## config.mk

```make
export PLATFORM = sky130hd
export DESIGN_NAME = irq_dual_bank_ctrl
export DESIGN_NICKNAME = d
export VERILOG_FILES = /design/src/rtl/irqagg_pkg.sv /design/src/rtl/irqagg_bank.sv /design/src/rtl/irqagg_decode.sv /design/src/rtl/irqagg_output.sv /design/src/rtl/irq_dual_bank_ctrl.sv
export SDC_FILE = /design/constraint.sdc
export NUM_CORES = 1
export LEC_CHECK = 0
export CAP_MARGIN = 20
export CORE_MARGIN = 4
export CORE_UTILIZATION = 50
export CTS_BUF_LIST = sky130_fd_sc_hd__clkbuf_16
export DETAILED_ROUTE_END_ITERATION = 10
export MAX_ROUTING_LAYER = met4
export PLACE_DENSITY = 0.75
export SLEW_MARGIN = 20
export SYNTH_ARGS = -nofsm -noshare
export SYNTH_HDL_FRONTEND = slang
export SYNTH_SLANG_ARGS = --single-unit
```

## constraint.sdc

```tcl
create_clock -name clk -period 1.7 [get_ports clk]
set_input_delay 0.255 -clock clk [delete_from_list [all_inputs] [get_ports clk]]
set_output_delay 0.255 -clock clk [all_outputs]
set_load 0.1 [all_outputs]
```

## src/rtl/irqagg_pkg.sv

```systemverilog
package irqagg_pkg;

  localparam int unsigned BANKS    = 2;
  localparam int unsigned BANK_LO  = 0;
  localparam int unsigned BANK_HI  = 1;

  // word offsets within a bank
  localparam logic [3:0] FLD_VIEW  = 4'h0;
  localparam logic [3:0] FLD_MASK  = 4'h4;
  localparam logic [3:0] FLD_CLEAR = 4'h8;
  localparam logic [3:0] FLD_RSVD  = 4'hc;

  typedef enum logic [2:0] {
    SEL_NONE,
    SEL_VIEW,
    SEL_MASK,
    SEL_CLEAR,
    SEL_RSVD
  } field_e;

  // byte base of each bank inside the window
  function automatic logic [7:0] bank_base(input int unsigned b);
    return (b == BANK_HI) ? 8'h10 : 8'h20;
  endfunction

endpackage

```

## src/rtl/irqagg_bank.sv

```systemverilog
module irqagg_bank #(
  parameter int unsigned N = 32
) (
  input  logic         clk,
  input  logic         rst_n,
  input  logic [N-1:0] src,
  input  logic         mask_we,
  input  logic [N-1:0] mask_wdata,
  input  logic [N-1:0] clr_bits,
  output logic [N-1:0] status,
  output logic [N-1:0] mask,
  output logic [N-1:0] rise,
  output logic [N-1:0] fall,
  output logic [N-1:0] masked
);

  logic [N-1:0] src_q;
  logic [N-1:0] status_nx;

  function automatic logic [N-1:0] edge_up(input logic [N-1:0] now, input logic [N-1:0] prev);
    return now & ~prev;
  endfunction

  function automatic logic [N-1:0] edge_down(input logic [N-1:0] now, input logic [N-1:0] prev);
    return ~now & prev;
  endfunction

  // a set (edge or held-high re-arm) takes priority over any clear
  function automatic logic [N-1:0] step_status(
    input logic [N-1:0] st,
    input logic [N-1:0] now,
    input logic [N-1:0] prev,
    input logic [N-1:0] clr
  );
    logic [N-1:0] rearm;
    rearm = now & prev & ~st;
    return edge_up(now, prev) | rearm | (st & ~(clr | edge_down(now, prev)));
  endfunction

  assign rise      = edge_up(src, src_q);
  assign fall      = edge_down(src, src_q);
  assign status_nx = step_status(status, src, src_q, clr_bits);
  assign masked    = status & mask;

  always_ff @(posedge clk or negedge rst_n) begin
    if (!rst_n) begin
      src_q  <= '0;
      status <= '0;
      mask   <= '0;
    end else begin
      src_q  <= src;
      status <= status_nx;
      if (mask_we) mask <= mask_wdata;
    end
  end

endmodule

```

## src/rtl/irqagg_decode.sv

```systemverilog
module irqagg_decode
  import irqagg_pkg::*;
#(
  parameter int unsigned ADDR_W = 8
) (
  input  logic [ADDR_W-1:0] addr,
  input  logic              rd_en,
  input  logic              wr_en,
  output logic [BANKS-1:0]  view_sel,
  output logic [BANKS-1:0]  mask_sel,
  output logic [BANKS-1:0]  clr_sel,
  output logic              rsvd_sel,
  output logic              bad
);

  localparam int unsigned TOP_W = ADDR_W - 4;

  field_e              fld [BANKS];
  logic [BANKS-1:0]    rsvd_b;
  logic                any_hit;

  function automatic field_e classify(input logic [ADDR_W-1:0] a, input logic [7:0] base);
    logic [ADDR_W-1:0] b;
    b = ADDR_W'(base);
    if (a[ADDR_W-1:4] != b[ADDR_W-1:4]) return SEL_NONE;
    case (a[3:0])
      FLD_VIEW:  return SEL_VIEW;
      FLD_MASK:  return SEL_MASK;
      FLD_CLEAR: return SEL_CLEAR;
      FLD_RSVD:  return SEL_RSVD;
      default:   return SEL_NONE;
    endcase
  endfunction

  for (genvar b = 0; b < BANKS; b++) begin : g_bank
    assign fld[b]      = classify(addr, bank_base(b));
    assign view_sel[b] = (fld[b] == SEL_VIEW);
    assign mask_sel[b] = (fld[b] == SEL_MASK);
    assign clr_sel[b]  = (fld[b] == SEL_CLEAR);
    assign rsvd_b[b]   = (fld[b] == SEL_RSVD);
  end

  assign rsvd_sel = |rsvd_b;
  assign any_hit  = |{view_sel, mask_sel, clr_sel, rsvd_b};
  assign bad      = (rd_en | wr_en) & ~any_hit;

  logic unused_top;
  assign unused_top = ^TOP_W;

endmodule

```

## src/rtl/irqagg_output.sv

```systemverilog
module irqagg_output
  import irqagg_pkg::*;
#(
  parameter int unsigned N = 32
) (
  input  logic                     clk,
  input  logic                     rst_n,
  input  logic                     rd_en,
  input  logic                     bad,
  input  logic [BANKS-1:0]         view_sel,
  input  logic [BANKS-1:0]         mask_sel,
  input  logic [BANKS-1:0][N-1:0]  masked,
  input  logic [BANKS-1:0][N-1:0]  mask,
  output logic                     masked_any,
  output logic [N-1:0]             rdata,
  output logic                     bad_addr,
  output logic                     irq
);

  logic [BANKS-1:0][N-1:0] pick;
  logic [N-1:0]            rd_value;

  function automatic logic [N-1:0] or_reduce_banks(input logic [BANKS-1:0][N-1:0] v);
    logic [N-1:0] acc;
    acc = '0;
    for (int b = 0; b < BANKS; b++) acc |= v[b];
    return acc;
  endfunction

  for (genvar b = 0; b < BANKS; b++) begin : g_pick
    assign pick[b] = ({N{view_sel[b]}} & masked[b]) | ({N{mask_sel[b]}} & mask[b]);
  end

  assign rd_value   = or_reduce_banks(pick);
  assign masked_any = |or_reduce_banks(masked);

  always_ff @(posedge clk or negedge rst_n) begin
    if (!rst_n) begin
      rdata    <= '0;
      bad_addr <= 1'b0;
      irq      <= 1'b0;
    end else begin
      if (rd_en) rdata <= rd_value;
      bad_addr <= bad;
      irq      <= masked_any;
    end
  end

endmodule

```

## src/rtl/irq_dual_bank_ctrl.sv

```systemverilog
module irq_dual_bank_ctrl
  import irqagg_pkg::*;
#(
  parameter int unsigned LINES  = 32,
  parameter int unsigned ADDR_W = 8
) (
  input  logic              clk,
  input  logic              rst_n,
  input  logic [LINES-1:0]  src_lo,
  input  logic [LINES-1:0]  src_hi,
  input  logic [ADDR_W-1:0] addr,
  input  logic              wr_en,
  input  logic              rd_en,
  input  logic [LINES-1:0]  wdata,
  output logic [LINES-1:0]  rdata,
  output logic              bad_addr,
  output logic              irq
);

  logic [BANKS-1:0]             view_sel, mask_sel, clr_sel;
  logic                         rsvd_sel;
  logic                         bad;
  logic [BANKS-1:0][LINES-1:0]  src_all, st_all, mask_all, rise_all, fall_all, masked_all;
  logic                         masked_any;

  // named views for the checker
  logic [LINES-1:0] status_lo, status_hi, mask_lo, mask_hi, rise_lo, rise_hi;

  assign src_all[BANK_LO] = src_lo;
  assign src_all[BANK_HI] = src_hi;

  irqagg_decode #(.ADDR_W(ADDR_W)) u_dec (
    .addr     (addr),
    .rd_en    (rd_en),
    .wr_en    (wr_en),
    .view_sel (view_sel),
    .mask_sel (mask_sel),
    .clr_sel  (clr_sel),
    .rsvd_sel (rsvd_sel),
    .bad      (bad)
  );

  for (genvar b = 0; b < BANKS; b++) begin : g_bank
    logic [LINES-1:0] clr_bits;
    assign clr_bits = (wr_en && clr_sel[b]) ? wdata : '0;

    irqagg_bank #(.N(LINES)) u_bank (
      .clk        (clk),
      .rst_n      (rst_n),
      .src        (src_all[b]),
      .mask_we    (wr_en && mask_sel[b]),
      .mask_wdata (wdata),
      .clr_bits   (clr_bits),
      .status     (st_all[b]),
      .mask       (mask_all[b]),
      .rise       (rise_all[b]),
      .fall       (fall_all[b]),
      .masked     (masked_all[b])
    );
  end

  irqagg_output #(.N(LINES)) u_out (
    .clk        (clk),
    .rst_n      (rst_n),
    .rd_en      (rd_en),
    .bad        (bad),
    .view_sel   (view_sel),
    .mask_sel   (mask_sel),
    .masked     (masked_all),
    .mask       (mask_all),
    .masked_any (masked_any),
    .rdata      (rdata),
    .bad_addr   (bad_addr),
    .irq        (irq)
  );

  assign status_lo = st_all[BANK_LO];
  assign status_hi = st_all[BANK_HI];
  assign mask_lo   = mask_all[BANK_LO];
  assign mask_hi   = mask_all[BANK_HI];
  assign rise_lo   = rise_all[BANK_LO];
  assign rise_hi   = rise_all[BANK_HI];

  logic unused_ok;
  assign unused_ok = rsvd_sel ^ (|fall_all);

endmodule

```

==> flow_summary.toml <==
[global_route]
grt-ovfl-total = 0
grt_max_degree = 59
grt_antenna_before_repair = 0
grt_pass1_vias = 7799
grt_first_pass_wirelength_um = 41400
gr-usage-all-layers_pct = 25.1

[timing]
maxSlewHeadroom_pct = 70.7
hold_violations = 0
max_freq_mhz = 542
rsz0062_at_grt = "true"
setup_viol = 1
finalCritPeriodShare_pct = 108
clock-skew-final_ns = 0.00711
worst_slack_ns = -0.143
finalCriticalPeriod_ns = 1.84
slew_viol_final = 0
worstMarginPinSlew_ns = 0.439

[outcome]
violations = "negative setup slack"
status = "finished, violations left"

[critical_path]
crit_arrival_ns = 2.22
critical_path.endpoint_type = "flop"
crit_type = "reg2reg"
start_kind = "flop"
worstPathRequired_ns = 2.07
crit_fanout = 4

[synth]
syn_area_per_cell_um2 = 11.1
ys_ff_latch = 226
ys_seq_area_share_pct = 59.9
postSynthNetCount = 961
synth_cell_types = 30
synth-warning-count = 0
synth.cell_area_mm2 = 0.00944
syn_inst = 853

[final_layout]
antenna_cells = 0
nets = 1156
fin_area_mm2 = 0.0126
fillCellCount = 1320
syn_to_final_growth_pct = 33.5
drive_gt1_share_pct = 17.1

[clock_network]
cts_sinks = 226
clockRootBuffer = "clkbuf_16"
htree_num_levels = 1
post_cts_buffers = 0
clk_latency_ns = 0.51
path_clk_slew_ns = 0.06
cts_buffers = 23
cts_tree = "yes"
clockBufferDepth = 3

[power]
finalPower_mw = 12.5
ir_drop_v = 0.000707
leakagePower_nw = 5.78
powerDensity_mw_per_mm2 = 994

[detailed_routing]
wl_um = 26200
dr.pass1.iters = 5
drc = 0
antenna_left = 0
via_per_inst = 5.87
wl_per_cell_um = 20.3
detail_route.iter0.violations = 635
via_count = 7587

[die]
dieArea_mm2 = 0.0211
die_h_um = 145
ioPinCount = 142
num_rows = 49
start_util_pct = 51.7
die_x_um = 145
core_area_mm2 = 0.0183

[placement]
dpl_cell_area_mm2 = 0.0119
dpl.hpwl_um = 18500
place_congestion = 0.844
io_buffers = 141

[min_path]
hold_class = "in2async"

[flow_run]
max_cap_viol_count = 0
[cell usage after synthesis]
cell	count	area share [%]
and3_1	1	0.066
and3b_1	1	0.093
o21ai_0	65	3.4
nor3_1	1	0.053
o2bb2ai_1	1	0.093
a31oi_1	32	2.1
or4_1	1	0.080
nor2b_1	1	0.066
a22o_1	16	1.5
nor4b_4	2	0.50
buf_2	7	0.37
inv_1	95	3.8
nor2_1	32	1.3
a221oi_1	16	1.5
mux2_2	48	5.7
dfrtp_1	226	60
nor2_4	2	0.24
clkbuf_1	12	0.48
nand4_1	4	0.26
a21oi_1	63	3.3
o21a_1	33	2.6
o221ai_1	32	3.0
nand2_1	97	3.9
buf_1	8	0.32
mux2_1	16	1.9
nand3_1	1	0.053
a21bo_2	1	0.11
a211oi_1	31	2.5
buf_6	6	0.72
nand2_2	2	0.13
[registers in the layout, summed over array words and instances, names as in the netlist]
register / count
g_bank.u_bank.mask: 64
u_out.bad_addr: 1
u_out.rdata: 32
u_out.irq: 1
g_bank.u_bank.status: 64
g_bank.u_bank.src_q: 64
[timing repair]
item / CTS / global route
gates resized for setup: 2 / 0
setup endpoints to repair: 1 / 1
hold endpoints to repair: 39 / 0
hold buffers: 1 / 0
[metrics by stage]
step | instances | setup slack [ns] | TNS (ns) | hold slack (ns) | utilization (%)
after CTS | 1293 | -0.132 | -0.132 | 0.243 | 69.0
final | 1293 | -0.143 | -0.143 | 0.244 | 69.0
after floorplan | 853 | 0.179 | 0 | -0.0406 | -
after global routing | 1293 | -0.200 | -0.200 | 0.250 | 69.0
after global placement | 1251 | -0.352 | -41.48 | 0.178 | 65.2
after detailed placement | 1251 | -0.383 | -45.23 | 0.178 | 65.2
[layer usage]
layer / vias to the layer above / share of wire, % / GRT usage [%]
met5: - / 0 / -
met1: 3790 / 41 / 32.5
li1: 3441 / - / -
met3: 66 / 6.3 / 4.14
met4: 0 / 3.5 / 8.17
met2: 290 / 49 / 40.9
[placed cells by master, fill, tap and decap left out, drive strengths merged]
cell	instances
a211oi	31
a21bo	1
a21oi	63
a221oi	16
a22o	16
a31oi	32
and3	1
and3b	1
buf	98
bufinv	1
clkbuf	23
clkdlybuf4s50	104
clkinv	10
dfrtp	226
dlygate4sd3	1
inv	102
mux2	64
nand2	99
nand3	1
nand4	4
nor2	34
nor2b	1
nor3	1
nor4b	2
o21a	33
o21ai	65
o221ai	32
o2bb2ai	1
or4	1
[report_power, final]
part | switching, mW | internal (mW)
registers | 0.294 | 5.70
clock network | 2.02 | 2.59
logic | 1.09 | 0.842
total | 3.40 | 9.13
[cell type report]
class	count	area, µm²	area share [%]
timing repair buffer	203	2360	18.8
tap	229	287	2.27
multi-input combinational	499	3260	25.9
inverter	95	357	2.83
clock buffer	23	576	4.57
clock inverter	18	97.6	0.775
sequential	226	5660	44.9
[critical path, cell delays in order, from the launching register on]
cell	delay, ns
dfrtp_1	0.42
a22o_1	0.24
a221oi_2	0.25
buf_4	0.16
nand4_1	0.10
or4_1	0.53
[worst paths after layout]
kind                                             start                    endpoint  slack, ns  cells after the start
min                                              rst_n             u_out.rdata[14]       0.24                      2
max in group asynchronous                        rst_n  g_bank[1].u_bank.status[6]       0.85                      3
min in group clk                             src_lo[9]   g_bank[0].u_bank.src_q[9]       0.24                      1
max                        g_bank[0].u_bank.status[14]                   u_out.irq      -0.14                      5
min reg2reg                   g_bank[0].u_bank.mask[3]    g_bank[0].u_bank.mask[3]       0.51                      1
max reg2reg                g_bank[0].u_bank.status[14]                   u_out.irq      -0.14                      5
[cell families (layout without fill, tap and decap cells)]
logic type      after synthesis  count (layout)  share of synthesized area [%]
simple gates                145             145                           6.68
compound gates              290             290                           20.1
buf+inv                     128             339                           5.66
mux                          64              64                           7.63
flops                       226             226                           59.9
No activity file was read; power rests on OpenSTA's default activity.
